===== config.mk =====
export PLATFORM = sky130hd
export DESIGN_NAME = sfifo_serial_regs
export DESIGN_NICKNAME = d
export VERILOG_FILES = /design/src/rtl/ssr_pkg.sv /design/src/rtl/ssr_cfg_regs.sv /design/src/rtl/ssr_rx_fifo.sv /design/src/rtl/ssr_status.sv /design/src/rtl/sfifo_serial_regs.sv
export SDC_FILE = /design/constraint.sdc
export NUM_CORES = 1
export LEC_CHECK = 0
export ABC_AREA = 0
export BUFFER_PORTS_ARGS = -buffer_cell sky130_fd_sc_hd__buf_2
export CORE_UTILIZATION = 52
export CTS_BUF_LIST = sky130_fd_sc_hd__clkbuf_16
export DETAILED_ROUTE_END_ITERATION = 10
export HOLD_SLACK_MARGIN = 0.02
export PLACE_DENSITY = 0.81
export SYNTH_ARGS = -nofsm -noshare
export SYNTH_HDL_FRONTEND = slang
export SYNTH_SLANG_ARGS = --single-unit

===== constraint.sdc =====
create_clock -name clk -period 3.5 [get_ports clk]
set_input_delay 0.35 -clock clk [delete_from_list [all_inputs] [get_ports clk]]
set_output_delay 0.35 -clock clk [all_outputs]
set_load 0.05 [all_outputs]

===== src/rtl/ssr_pkg.sv =====
package ssr_pkg;
    localparam int unsigned DW = 8;
    localparam int unsigned AW = 6;

    localparam logic [AW-1:0] OFF_MODE = 6'h00;
    localparam logic [AW-1:0] OFF_BAUD = 6'h04;
    localparam logic [AW-1:0] OFF_CTRL = 6'h08;
    localparam logic [AW-1:0] OFF_TXD  = 6'h0C;
    localparam logic [AW-1:0] OFF_STAT = 6'h10;
    localparam logic [AW-1:0] OFF_RXD  = 6'h14;
    localparam logic [AW-1:0] OFF_FCTL = 6'h18;
    localparam logic [AW-1:0] OFF_RCNT = 6'h1C;
    localparam logic [AW-1:0] OFF_PORT = 6'h20;
    localparam logic [AW-1:0] OFF_ZERO = 6'h24;

    localparam logic [DW-1:0] MODE_KEEP = 8'h7B;
    localparam logic [DW-1:0] CTRL_KEEP = 8'hFA;
    localparam logic [DW-1:0] PORT_KEEP = 8'hF3;
    localparam logic [DW-1:0] BAUD_INIT = 8'hFF;
    localparam logic [DW-1:0] CTRL_INIT = 8'h20;

    localparam int unsigned C_RXEN = 4;
    localparam int unsigned C_TXEN = 5;
    localparam int unsigned C_RIE  = 6;
    localparam int unsigned C_TIE  = 7;
    localparam int unsigned F_FLUSH = 1;

    typedef struct packed {
        logic tend;
        logic tde;
        logic brk;
        logic rdf;
        logic dr;
    } flags_t;

    function automatic logic [4:0] trig_of(input logic [1:0] sel);
        logic [4:0] t;
        unique case (sel)
            2'd0: t = 5'd1;
            2'd1: t = 5'd4;
            2'd2: t = 5'd8;
            default: t = 5'd14;
        endcase
        return t;
    endfunction
endpackage


===== src/rtl/ssr_cfg_regs.sv =====
module ssr_cfg_regs
    import ssr_pkg::*;
(
    input  logic          clk,
    input  logic          rst_n,
    input  logic          wr_en,
    input  logic [AW-1:0] addr,
    input  logic [DW-1:0] wdata,
    output logic [DW-1:0] mode_q,
    output logic [DW-1:0] baud_q,
    output logic [DW-1:0] ctrl_q,
    output logic [DW-1:0] fctl_q,
    output logic [DW-1:0] port_q
);
    always_ff @(posedge clk or negedge rst_n) begin
        if (!rst_n) begin
            mode_q <= '0;
            baud_q <= BAUD_INIT;
            ctrl_q <= CTRL_INIT;
            fctl_q <= '0;
            port_q <= '0;
        end else if (wr_en) begin
            unique case (addr)
                OFF_MODE: mode_q <= wdata & MODE_KEEP;
                OFF_BAUD: baud_q <= wdata;
                OFF_CTRL: ctrl_q <= wdata & CTRL_KEEP;
                OFF_FCTL: fctl_q <= wdata;
                OFF_PORT: port_q <= wdata & PORT_KEEP;
                default: ;
            endcase
        end
    end
endmodule


===== src/rtl/ssr_rx_fifo.sv =====
module ssr_rx_fifo #(
    parameter int unsigned DEPTH = 16,
    parameter int unsigned W     = 8,
    localparam int unsigned PW   = $clog2(DEPTH),
    localparam int unsigned CW   = $clog2(DEPTH + 1)
) (
    input  logic          clk,
    input  logic          rst_n,
    input  logic          push,
    input  logic          pop,
    input  logic          flush,
    input  logic [W-1:0]  wdata,
    output logic [W-1:0]  head,
    output logic [CW-1:0] count,
    output logic          full,
    output logic          empty
);
    logic [W-1:0]  mem [DEPTH];
    logic [PW-1:0] wr_ptr, rd_ptr;

    function automatic logic [PW-1:0] step(input logic [PW-1:0] p);
        return (p == PW'(DEPTH - 1)) ? '0 : p + 1'b1;
    endfunction

    assign head  = mem[rd_ptr];
    assign full  = (count == CW'(DEPTH));
    assign empty = (count == '0);

    always_ff @(posedge clk) begin
        if (push) mem[wr_ptr] <= wdata;
    end

    always_ff @(posedge clk or negedge rst_n) begin
        if (!rst_n) begin
            wr_ptr <= '0;
            rd_ptr <= '0;
            count  <= '0;
        end else if (flush) begin
            wr_ptr <= '0;
            rd_ptr <= '0;
            count  <= '0;
        end else begin
            if (push) wr_ptr <= step(wr_ptr);
            if (pop)  rd_ptr <= step(rd_ptr);
            count <= count + CW'(push) - CW'(pop);
        end
    end
endmodule


===== src/rtl/ssr_status.sv =====
module ssr_status
    import ssr_pkg::*;
(
    input  logic   clk,
    input  logic   rst_n,
    input  logic   stat_rd,
    input  logic   txen,
    input  logic   rie,
    input  logic   stat_wr,
    input  flags_t stat_keep,
    input  logic   ctrl_wr,
    input  logic   ctrl_txen_w,
    input  logic   ctrl_rie_w,
    input  logic   txd_wr,
    input  logic   brk_pulse,
    input  logic   push_ok,
    input  logic   pop_ok,
    input  logic   at_trig,
    output flags_t flags_q,
    output logic   irq_q
);
    flags_t flags_n;
    logic   irq_n;

    always_comb begin
        flags_n = flags_q;
        irq_n   = irq_q;
        if (stat_rd && txen) begin
            flags_n.tend = 1'b1;
            flags_n.tde  = 1'b1;
        end
        if (stat_wr) begin
            flags_n = flags_n & stat_keep;
            if (!stat_keep.rdf || !stat_keep.dr) irq_n = 1'b0;
        end
        if (ctrl_wr) begin
            if (!ctrl_txen_w) flags_n.tend = 1'b1;
            if (!ctrl_rie_w)  irq_n = 1'b0;
        end
        if (txd_wr)    flags_n.tde = 1'b0;
        if (brk_pulse) flags_n.brk = 1'b1;
        if (push_ok) begin
            if (at_trig) begin
                flags_n.rdf = 1'b1;
                if (rie) irq_n = 1'b1;
            end
        end else if (pop_ok && !at_trig) begin
            flags_n.rdf = 1'b0;
        end
    end

    always_ff @(posedge clk or negedge rst_n) begin
        if (!rst_n) begin
            flags_q <= '{tend: 1'b1, tde: 1'b1, default: 1'b0};
            irq_q   <= 1'b0;
        end else begin
            flags_q <= flags_n;
            irq_q   <= irq_n;
        end
    end
endmodule


===== src/rtl/sfifo_serial_regs.sv =====
module sfifo_serial_regs
    import ssr_pkg::*;
#(
    parameter int unsigned DEPTH = 16,
    localparam int unsigned CW   = $clog2(DEPTH + 1)
) (
    input  logic          clk,
    input  logic          rst_n,
    input  logic [AW-1:0] bus_addr,
    input  logic          bus_wr,
    input  logic [DW-1:0] bus_wdata,
    input  logic          bus_rd,
    output logic [DW-1:0] bus_rdata,
    input  logic          rx_valid,
    input  logic [DW-1:0] rx_data,
    input  logic          brk_in,
    output logic          tx_valid,
    output logic [DW-1:0] tx_data,
    output logic          rx_irq,
    output logic          tx_irq
);
    logic [DW-1:0] mode_q, baud_q, ctrl_q, fctl_q, port_q, rx_head;
    logic [CW-1:0] rx_count, cnt_next;
    logic          rx_full, rx_empty, push_ok, pop_ok, flush, at_trig;
    flags_t        flags_q, stat_keep;

    logic wr_ctrl, wr_txd, wr_stat, rd_stat, rd_rxd;
    assign wr_ctrl = bus_wr && (bus_addr == OFF_CTRL);
    assign wr_txd  = bus_wr && (bus_addr == OFF_TXD);
    assign wr_stat = bus_wr && (bus_addr == OFF_STAT);
    assign rd_stat = bus_rd && (bus_addr == OFF_STAT);
    assign rd_rxd  = bus_rd && (bus_addr == OFF_RXD);
    assign flush   = bus_wr && (bus_addr == OFF_FCTL) && bus_wdata[F_FLUSH];

    assign push_ok  = rx_valid && ctrl_q[C_RXEN] && !rx_full && !flush;
    assign pop_ok   = rd_rxd && !rx_empty;
    assign cnt_next = rx_count + CW'(push_ok) - CW'(pop_ok);
    assign at_trig  = 8'(cnt_next) >= 8'(trig_of(fctl_q[7:6]));

    assign stat_keep = '{tend: bus_wdata[6], tde: bus_wdata[5], brk: bus_wdata[4],
                         rdf: bus_wdata[1], dr: bus_wdata[0]};

    ssr_cfg_regs u_cfg (
        .clk(clk), .rst_n(rst_n), .wr_en(bus_wr), .addr(bus_addr), .wdata(bus_wdata),
        .mode_q(mode_q), .baud_q(baud_q), .ctrl_q(ctrl_q), .fctl_q(fctl_q), .port_q(port_q)
    );

    ssr_rx_fifo #(.DEPTH(DEPTH), .W(DW)) u_fifo (
        .clk(clk), .rst_n(rst_n), .push(push_ok), .pop(pop_ok), .flush(flush),
        .wdata(rx_data), .head(rx_head), .count(rx_count), .full(rx_full), .empty(rx_empty)
    );

    ssr_status u_stat (
        .clk(clk), .rst_n(rst_n), .stat_rd(rd_stat), .txen(ctrl_q[C_TXEN]),
        .rie(ctrl_q[C_RIE]), .stat_wr(wr_stat), .stat_keep(stat_keep),
        .ctrl_wr(wr_ctrl), .ctrl_txen_w(bus_wdata[C_TXEN]), .ctrl_rie_w(bus_wdata[C_RIE]),
        .txd_wr(wr_txd), .brk_pulse(brk_in), .push_ok(push_ok), .pop_ok(pop_ok),
        .at_trig(at_trig), .flags_q(flags_q), .irq_q(rx_irq)
    );

    always_ff @(posedge clk or negedge rst_n) begin
        if (!rst_n) begin
            tx_valid <= 1'b0;
            tx_data  <= '0;
        end else begin
            tx_valid <= wr_txd;
            if (wr_txd) tx_data <= bus_wdata;
        end
    end

    assign tx_irq = ctrl_q[C_TIE];

    always_comb begin
        unique case (bus_addr)
            OFF_MODE: bus_rdata = mode_q;
            OFF_BAUD: bus_rdata = baud_q;
            OFF_CTRL: bus_rdata = ctrl_q;
            OFF_STAT: bus_rdata = {1'b0, flags_q.tend, flags_q.tde, flags_q.brk,
                                   2'b00, flags_q.rdf, flags_q.dr};
            OFF_RXD:  bus_rdata = rx_empty ? '0 : rx_head;
            OFF_FCTL: bus_rdata = fctl_q;
            OFF_RCNT: bus_rdata = 8'(rx_count);
            OFF_PORT: bus_rdata = port_q;
            default:  bus_rdata = '0;
        endcase
    end
endmodule


==> impl_metrics.csv, run 1 <==
group,metric,value,unit
placed_design,dp_hpwl,11900,um
placed_design,place_congestion,0.899,
clock_network,cts_tree,"built",
drt,drtAntennaViolNets,0,
critical_path,cp.arrival,3.65,ns
critical_path,r2r_end,"u_stat.flags_q[1]",
outcome,status,"finished clean",
global_routing,grt_pass1_wl,27400,um
finish,fin_nets,632,
synthesis,ys_dominant_reg_cell,"edfxtp_1",
synthesis,syn-cell-area,8200,sq um
synthesis,netlist_top_cells_count,"edfxtp_1, dfrtp_1, nand2_1, mux2_2, nor2_1",
timing,tns,0,ns
floorplan,core_area,15300,sq um
drt,route.detailed.drc,0,
global_routing,grt_pass1_vias,4943,
critical_path,cp-end-kind,"register",
clock_network,cts_sinks,190,
drt,vias,4840,
power,finalPower,5850,uW
min_path,hp-start,"brk_in",
critical_path,critical_path_class,"reg2reg",
timing,finalSetupViolCount,0,
power,leakage,0.00350,uW
floorplan,initial_core_util,0.535,
clock_network,cts.clk_slew.worst_paths,0.07,ns
timing,tightest_slew,1.07,ns
finish,fillCellCount,1171,
drt,first_pass_iters,5,
global_routing,antenna_found_initial,0,
critical_path,r2r_start,"u_fifo.count[2]",
global_routing,grt_max_degree,44,
synthesis,yosysTopAreaCellShare,0.469,
min_path,min_path_type,"in2reg",
finish,multi_input_area,2670,sq um
power,irDropWorstVdd,0.000560,V
finish,area_growth,14.5,%
synthesis,synthCells,526,
synthesis,ys_ff_latch,190,
synthesis,yosysSeqAreaShare,0.660,
synthesis,avgSynthCellArea,15.6,sq um
synthesis,synth_fp_nets,570,
clock_network,htree_levels,4,
floorplan,rows,45,
critical_path,crit_required,3.82,ns
timing,skew,0.0142,ns
synthesis,ys.warnings.count,0,
synthesis,netlist_top_cells_area,"edfxtp_1, dfrtp_1, mux4_2",
drt,wire_per_inst,22.1,um
floorplan,die_w,128,um
timing,fin_crit_sh,0.952,
synthesis,synth_top_area_cell,"edfxtp_1",
timing,fin_hold_ws,0.106,ns
synthesis,synth_edf_count,128,
synthesis,synth.most_common_cell,"edfxtp_1",
job,drv_cap,0,
synthesis,yosysUniqueCellTypes,49,
critical_path,crit_fanout,3,
power,powerDensity,623,nW/um^2
drt,drtIter0Drc,499,
drt,routed_wl,17900,um
drt,viasPerCell,5.95,
critical_path,r2r_cells,15,
finish,fin_util,0.613,
finish,seq_area,5410,sq um
min_path,min_to,"u_stat.flags_q[2]",
timing,relSlewSlack,0.287,
clock_network,cts-root-buf,"clkbuf_16",
floorplan,ios,47,
timing,timing.fmax,300,MHz
timing,rsz0062_at_grt,"no",
critical_path,critPathLaunchType,"register",
clock_network,cts_setup_buffers,0,
floorplan,dieArea,16300,sq um
global_routing,grt.total_usage,0.237,
global_routing,gr-total-overflow,0,
clock_network,cts_buffer_depth,2,
placed_design,port_buffers,46,
timing,fin_crit,3.33,ns
timing,drv_slew,0,
finish,drive_gt1_frac,0.308,
critical_path,reg2reg_slack,0.17,ns
finish,design_area,9390,sq um
floorplan,die_y,128,um
clock_network,clk_latency,0.44,ns
synthesis,async_flop_share,0.326,
placed_design,dpl_cell_area,8750,sq um
timing,hold_viol,0,
clock_network,cts_buffers,17,
min_path,worstHoldPathCells,2,
==> worst max-delay path by stage <==
stage,end,start,depth (start not counted),slack [ns]
after floorplan,u_stat.flags_q[1],bus_addr[5],14,-0.03
after global placement,u_stat.flags_q[1],bus_addr[5],14,0.04
after detailed placement,u_stat.irq_q,u_fifo.count[3],15,-0.07
after CTS,u_stat.flags_q[1],u_fifo.count[2],15,0.10
after global routing,u_stat.flags_q[1],u_fifo.count[2],15,0.006
final,u_stat.flags_q[1],u_fifo.count[2],15,0.17
==> placed cells by master, fill, tap and decap left out, types with 4 or more instances in the layout <==
cell | Yosys | final
mux2i_1 | 22 | 22
o21ai_0 | 11 | 11
a21oi_1 | 8 | 8
edfxtp_1 | 128 | 128
nand2_1 | 45 | 45
dfstp_2 | 11 | 11
nor2_1 | 36 | 36
nor2b_1 | 4 | 4
ha_1 | 15 | 15
xor2_1 | 4 | 4
inv_8 | 0 | 4
nor3_1 | 7 | 7
a22oi_1 | 8 | 8
o221ai_1 | 5 | 5
buf_4 | 0 | 20
nand3_1 | 9 | 9
mux4_2 | 32 | 32
buf_2 | 7 | 46
nand2b_1 | 7 | 7
dfrtp_1 | 51 | 50
mux2_2 | 37 | 37
clkbuf_16 | 0 | 17
inv_1 | 15 | 15
==> metal layers <==
metal  track usage  share of wire
met5             0              0
met4        0.0980          0.030
met1         0.282           0.38
met3        0.0620          0.068
met2         0.409           0.52
==> layout make-up <==
cell class | count | share of cell area
Inverter | 16 | 0.00640
Sequential cell | 190 | 0.576
Multi-Input combinational cell | 296 | 0.284
Tap cell | 211 | 0.0281
Clock buffer | 17 | 0.0453
Timing Repair Buffer | 67 | 0.0416
Clock inverter | 15 | 0.0179
Antenna cell | 1 | 0.000267
==> cells by family after synthesis <==
group                      synth area share
muxes                                 0.166
DFF                                   0.660
and+or+nand+nor                      0.0777
xor gates and xnor gates            0.00641
adders and majority gates            0.0253
buffers and inverters                0.0194
AOI/OAI and AO/OA                    0.0456
==> registers in the layout, indices dropped and copies added, names as in the netlist <==
signal          count
u_cfg.mode_q        6
u_cfg.fctl_q        8
u_fifo.count        5
u_fifo.rd_ptr       4
u_stat.irq_q        1
u_cfg.ctrl_q        6
u_cfg.port_q        6
tx_data             8
u_fifo.mem        128
u_cfg.baud_q        8
tx_valid            1
u_fifo.wr_ptr       4
u_stat.flags_q      5
==> power breakdown <==
group          total (uW)  internal (uW)  switching (uW)
logic                1190            542             649
registers            2730           2570             166
clock network        1920           1020             907
total                5850           4120            1720
==> critical path, cell delays in order (launching register included) <==
cell and delay (ns):
dfrtp_1 0.41, inv_1 0.10, ha_1 0.20, nor4b_4 0.31
nor4b_4 0.09, ha_1 0.31, inv_1 0.06, ha_1 0.15
inv_1 0.05, fa_1 0.50, inv_1 0.05, ha_1 0.32
a2111oi_4 0.29, a21oi_1 0.12, a211oi_2 0.21, nor2_1 0.05
==> per-stage QoR <==
step	setup WS [ns]	std cells
detailed placement	-0.0670	779
floorplan	-0.0269	526
finish	0.169	813
global route	0.00581	812
CTS	0.102	812
global placement	0.0371	779
==> what timing repair did <==
action | 4_1_cts | 5_1_grt
hold buffers | 1 | 0
resized for setup | 1 | 2
gates cloned | 0 | 0
endpoints found under the setup margin | 2 | 2
endpoints found under the hold margin | 18 | 0
(Power assumes the default switching activity.)
==> run 2: changes to the inputs <==
--- a/config.mk
+++ b/config.mk
@@ -7,11 +7,13 @@
 export LEC_CHECK = 0
 export ABC_AREA = 0
 export BUFFER_PORTS_ARGS = -buffer_cell sky130_fd_sc_hd__buf_2
-export CORE_UTILIZATION = 52
+export CELL_PAD_IN_SITES_DETAIL_PLACEMENT = 1
+export CELL_PAD_IN_SITES_GLOBAL_PLACEMENT = 1
+export CORE_UTILIZATION = 47
 export CTS_BUF_LIST = sky130_fd_sc_hd__clkbuf_16
 export DETAILED_ROUTE_END_ITERATION = 10
 export HOLD_SLACK_MARGIN = 0.02
-export PLACE_DENSITY = 0.81
+export PLACE_DENSITY = 0.85
 export SYNTH_ARGS = -nofsm -noshare
 export SYNTH_HDL_FRONTEND = slang
 export SYNTH_SLANG_ARGS = --single-unit
==> run 2 against run 1 <==
First-iteration DRC count shrank 22%; non-clock buffer count grew 3; register-to-register slack is essentially flat; largest cell class unchanged; combinational power grew 11%; clock skew shrank 0.0022 ns; sequential share of layout area shrank 0.43 points; fmax grew 0.32%.
==> impl_metrics.csv, run 2 (same netlist as run 1, synthesis figures left out) <==
group,metric,value,unit
outcome,status,"finished clean",
finish,fin_util,0.562,
global_routing,top_usage_layer,"met2",
critical_path,cp_cell_sequence,"inv_1 > ha_2 > nor4b_4 > nor4b_4 > ha_1 > inv_1 > ha_1 > inv_1 > fa_1 > inv_1 > ha_4 > a2111oi_4 > a21oi_2 > a211oi_2 > nor2_1",
critical_path,crit_fanout,3,
critical_path,crit_family,"adder cells",
critical_path,crit_required,3.82,ns
floorplan,initial_core_util,0.487,
timing,finalSetupViolCount,0,
timing,rsz0062_at_grt,"no",
timing,timing.fmax,301,MHz
floorplan,core_area,16800,sq um
timing,skew,0.0120,ns
floorplan,die_w,134,um
global_routing,grt_pass1_wl,31100,um
critical_path,cp-startpoint,"u_fifo.count[2]",
drt,vias,4817,
timing,tightest_slew,0.928,ns
critical_path,max_stage_delay,0.50,ns
drt,route.detailed.drc,0,
global_routing,grt_util_met1,0.292,
finish,multi_input_area,2690,sq um
power,finalPower,5960,uW
min_path,min_path_type,"in2reg",
floorplan,rows,47,
power,powerDensity,630,nW/um^2
critical_path,worst-path-buf-inv,4,
global_routing,grt.total_usage,0.239,
finish,fin_nets,635,
min_path,hp-start,"brk_in",
critical_path,r2r_cells,15,
finish,fillCellCount,1604,
placed_design,dp.cells,789,
finish,drive_gt1_frac,0.316,
critical_path,reg2reg_slack,0.18,ns
critical_path,r2r_start,"u_fifo.count[2]",
global_routing,grt_pass1_vias,5356,
critical_path,cp.depth,15,
clock_network,clk_latency,0.44,ns
global_routing,met2_usage,0.425,
clock_network,cts_sinks,190,
global_routing,grtUsageMet3,0.0454,
finish,seq_area,5410,sq um
timing,relSlewSlack,0.379,
floorplan,ios,47,
min_path,worstHoldPathCells,2,
finish,final_common_cell,"edfxtp_1",
global_routing,grt_max_degree,33,
placed_design,place_congestion,0.829,
drt,routed_wl,19900,um
power,irDropWorstVdd,0.000399,V
finish,area_growth,15.4,%
placed_design,port_buffers,46,
critical_path,crit_path_top_delay_cell,"fa_1",
timing,fin_crit,3.32,ns
critical_path,critical_path_class,"reg2reg",
clock_network,cts-root-buf,"clkbuf_16",
job,drv_cap,0,
critical_path,cp.arrival,3.64,ns
clock_network,cts.clk_slew.worst_paths,0.08,ns
drt,drtAntennaViolNets,0,
timing,hold_viol,0,
critical_path,critPathLaunchType,"register",
placed_design,dp_hpwl,13900,um
timing,drv_slew,0,
timing,fin_crit_sh,0.949,
finish,largest_register,"u_fifo.mem",
global_routing,gr-total-overflow,0,
finish,antenna_cells,0,
finish,layout_common_cells,"edfxtp_1, dfrtp_1, buf_2, nand2_1, mux2_2",
clock_network,cts_buffers,17,
critical_path,cp_common_cell,"inv_1",
global_routing,antenna_found_initial,0,
power,leakage,0.00352,uW
drt,viasPerCell,5.85,
finish,fin_cells,824,
floorplan,die_y,134,um
clock_network,htree_levels,4,
drt,first_pass_iters,5,
finish,largest_reg_flops,128,
clock_network,cts_tree,"built",
timing,tns,0,ns
drt,drtIter0Drc,388,
critical_path,cp-end-kind,"register",
clock_network,cts_buffer_depth,2,
floorplan,dieArea,18000,sq um
drt,wire_per_inst,24.1,um
-- run 2: path summary, 6_finish.rpt --
path,end
max,u_stat.flags_q[1]
min,u_stat.flags_q[2]
max reg2reg,u_stat.flags_q[1]
min reg2reg,tx_data[6]
max in group asynchronous,u_cfg.ctrl_q[5]
min in group asynchronous,u_fifo.count[3]
-- run 2: repair_timing --
action	4_1_cts	5_1_grt
pin swaps	0	1
endpoints found under the hold margin	28	0
gates cloned	0	0
gates resized for setup	1	5
setup buffers	0	2
hold buffers	1	0
endpoints found under the setup margin	2	2
-- run 2: cell type report --
cell class / count / area share
Sequential cell: 190 / 0.572
Multi-Input combinational cell: 296 / 0.284
Clock buffer: 17 / 0.0450
Timing Repair Buffer: 70 / 0.0450
Tap cell: 220 / 0.0291
Clock inverter: 15 / 0.0187
Inverter: 16 / 0.00635
-- run 2: layer usage --
metal,vias up,wire length [um]
met2,142,10800
met5,-,0
met1,2515,7960
met3,22,847
li1,2138,-
met4,0,280
-- run 2: metrics by stage --
step,hold slack (ns),area (sq um),worst slack [ns]
after floorplan,0.0544,8210,-0.0269
after global placement,0.450,8780,0.00984
after detailed placement,0.459,8780,-0.154
after CTS,0.0964,9400,0.0482
after global routing,0.118,9460,0.0322
final,0.117,9460,0.180
-- run 2: where the power goes --
| part | internal, uW | total, uW | switching (uW) |
|---|---|---|---|
| registers | 2560 | 2700 | 137 |
| clock network | 972 | 1940 | 967 |
| logic | 587 | 1320 | 736 |
==> run 3: changes to the inputs <==
--- a/config.mk
+++ b/config.mk
@@ -7,13 +7,12 @@
 export LEC_CHECK = 0
 export ABC_AREA = 0
 export BUFFER_PORTS_ARGS = -buffer_cell sky130_fd_sc_hd__buf_2
-export CELL_PAD_IN_SITES_DETAIL_PLACEMENT = 1
-export CELL_PAD_IN_SITES_GLOBAL_PLACEMENT = 1
-export CORE_UTILIZATION = 47
+export CORE_UTILIZATION = 52
 export CTS_BUF_LIST = sky130_fd_sc_hd__clkbuf_16
 export DETAILED_ROUTE_END_ITERATION = 10
 export HOLD_SLACK_MARGIN = 0.02
-export PLACE_DENSITY = 0.85
+export PLACE_DENSITY = 0.81
+export REMOVE_ABC_BUFFERS = 1
 export SYNTH_ARGS = -nofsm -noshare
 export SYNTH_HDL_FRONTEND = slang
 export SYNTH_SLANG_ARGS = --single-unit
==> run 3 against run 2 <==
Count of clock-buffer cells in the layout is the same; power shrank 0.24%; critical path type unchanged; combinational power shrank 6%; core utilization grew 5.5 points; die area shrank 9.5%; sequential cell count is the same; fmax shrank 0.42%.
==> impl_metrics.csv, run 3 (same netlist as run 1, synthesis figures left out) <==
group,metric,value,unit
timing,setup_ws,0.166,ns
global_routing,gr-total-overflow,0,
timing,finalSetupViolCount,0,
timing,hold_viol,0,
placed_design,dpl_cell_area,8800,sq um
clock_network,cts_buffer_depth,2,
critical_path,crit_fanout,2,
finish,final_common_cell,"edfxtp_1",
placed_design,port_buffers,46,
clock_network,cts-root-buf,"clkbuf_16",
power,finalPower,5950,uW
critical_path,crit_path_top_delay_cell,"fa_1",
power,internal-power,4210,uW
power,comb_power_share,0.208,
timing,tightest_slew,1.01,ns
finish,drive_gt1_frac,0.315,
global_routing,grtUsageMet3,0.0624,
floorplan,dieArea,16300,sq um
power,swShare,0.291,
clock_network,cts_tree,"built",
drt,drtAntennaViolNets,0,
finish,largest_reg_flops,128,
drt,route.detailed.drc,0,
floorplan,die_w,128,um
outcome,status,"finished clean",
min_path,min_path_type,"in2async",
global_routing,top_usage_layer,"met2",
global_routing,grt_pass1_vias,4973,
timing,fin_crit_sh,0.953,
clock_network,htree_levels,4,
power,seqPwrFrac,0.456,
critical_path,critPathLaunchType,"register",
drt,wire_per_inst,21.7,um
finish,design_area,9450,sq um
floorplan,rows,45,
timing,skew,0.00876,ns
critical_path,crit_required,3.83,ns
timing,tns,0,ns
job,drv_cap,0,
floorplan,die_y,128,um
power,p_switching,1730,uW
placed_design,dp_hpwl,11600,um
power,leakage,0.00354,uW
timing,timing.fmax,300,MHz
placed_design,place_congestion,0.896,
timing,fin_crit,3.33,ns
timing,relSlewSlack,0.329,
timing,drv_slew,0,
power,irDropWorstVdd,0.000710,V
power,powerDensity,629,nW/um^2
drt,first_pass_iters,8,
finish,fillCellCount,1157,
floorplan,initial_core_util,0.535,
drt,viasPerCell,5.96,
global_routing,grt_util_met1,0.284,
drt,vias,4885,
floorplan,core_area,15300,sq um
global_routing,met2_usage,0.398,
critical_path,crit_family,"adder cells",
global_routing,grt_pass1_wl,27400,um
critical_path,cp-end-kind,"register",
critical_path,max_stage_delay,0.51,ns
global_routing,grt.total_usage,0.235,
placed_design,post-place-ws,-0.255,ns
global_routing,grt_max_degree,42,
power,clock_power_share,0.336,
finish,layout_common_cells,"edfxtp_1, dfrtp_1, buf_2, nand2_1, mux2_2",
critical_path,cp.arrival,3.66,ns
floorplan,ios,47,
clock_network,cts_sinks,190,
critical_path,critical_path_class,"reg2reg",
finish,largest_register,"u_fifo.mem",
drt,routed_wl,17800,um
drt,drtIter0Drc,470,
finish,area_growth,15.3,%
global_routing,antenna_found_initial,1,
clock_network,cts_buffers,17,
clock_network,clk_latency,0.44,ns
finish,fin_nets,638,
critical_path,worst-path-buf-inv,4,
clock_network,cts_setup_buffers,0,
critical_path,cp_cell_sequence,"inv_1 > ha_1 > nor4b_4 > nor4b_4 > ha_1 > inv_1 > ha_1 > inv_1 > fa_1 > inv_1 > ha_1 > a2111oi_4 > a21oi_2 > a211oi_2 > nor2_1",
clock_network,cts.clk_slew.worst_paths,0.07,ns
==> run 3: path summary, 6_finish.rpt <==
check | from | to | slack, ns | cells after the start
min in group clk | brk_in | u_stat.flags_q[2] | 0.10 | 2
worst min-delay path | rst_n | u_fifo.count[3] | 0.05 | 1
worst max-delay path | u_fifo.count[2] | u_stat.flags_q[1] | 0.17 | 15
worst min register to register | tx_data[6] | tx_data[6] | 0.47 | 2
worst max register to register | u_fifo.count[2] | u_stat.flags_q[1] | 0.17 | 15
max in group asynchronous | rst_n | u_cfg.baud_q[2] | 2.56 | 2
==> run 3: final cells by class <==
| class | instances | area [sq um] | area share |
|---|---|---|---|
| well taps | 211 | 264 | 0.0279 |
| repair buffers | 73 | 433 | 0.0458 |
| inverters | 16 | 60.1 | 0.00636 |
| clock buffers | 17 | 425 | 0.0450 |
| multi-input cells | 296 | 2670 | 0.282 |
| diodes | 1 | 2.50 | 0.000265 |
| clock inverters | 15 | 189 | 0.0200 |
| flip-flops and latches | 190 | 5410 | 0.572 |
==> run 3: power by group through the flow <==
stage | clock network (uW) | registers [uW] | logic [uW]
4_1_cts | 2030 | 2710 | 1150
3_3_place_gp | 0 | 2730 | 1070
2_1_floorplan | 0 | 2810 | 711
3_5_place_dp | 0 | 2750 | 1130
6_report | 2000 | 2710 | 1240
5_1_grt | 2100 | 2730 | 1360
==> run 3: what timing repair did <==
item,4_1_cts,5_1_grt
hold buffers,0,0
gates resized for setup,2,4
setup endpoints to repair,2,2
pin swaps,0,1
==> run 3: layer usage <==
metal  vias up  wire length, um
li1       2146                -
met1      2494             7000
met2       211             9140
met3        34             1240
met4         0              418
met5         -                0
==> run 3: worst register-to-register path, stage by stage (launching register included) <==
cell	delay, ns
dfrtp_1	0.38
inv_1	0.09
ha_1	0.18
nor4b_4	0.32
nor4b_4	0.09
ha_1	0.29
inv_1	0.07
ha_1	0.15
inv_1	0.06
fa_1	0.51
inv_1	0.05
ha_1	0.33
a2111oi_4	0.36
a21oi_2	0.08
a211oi_2	0.21
nor2_1	0.06
==> run 3: through the flow <==
| step | cells | hold slack [ns] | utilization |
|---|---|---|---|
| after global placement | 786 | 0.455 | 0.574 |
| final | 819 | 0.0475 | 0.617 |
| after CTS | 818 | 0.0544 | 0.615 |
| after floorplan | 502 | 0.0544 | - |
| after global routing | 818 | 0.107 | 0.617 |
| after detailed placement | 786 | 0.459 | 0.574 |
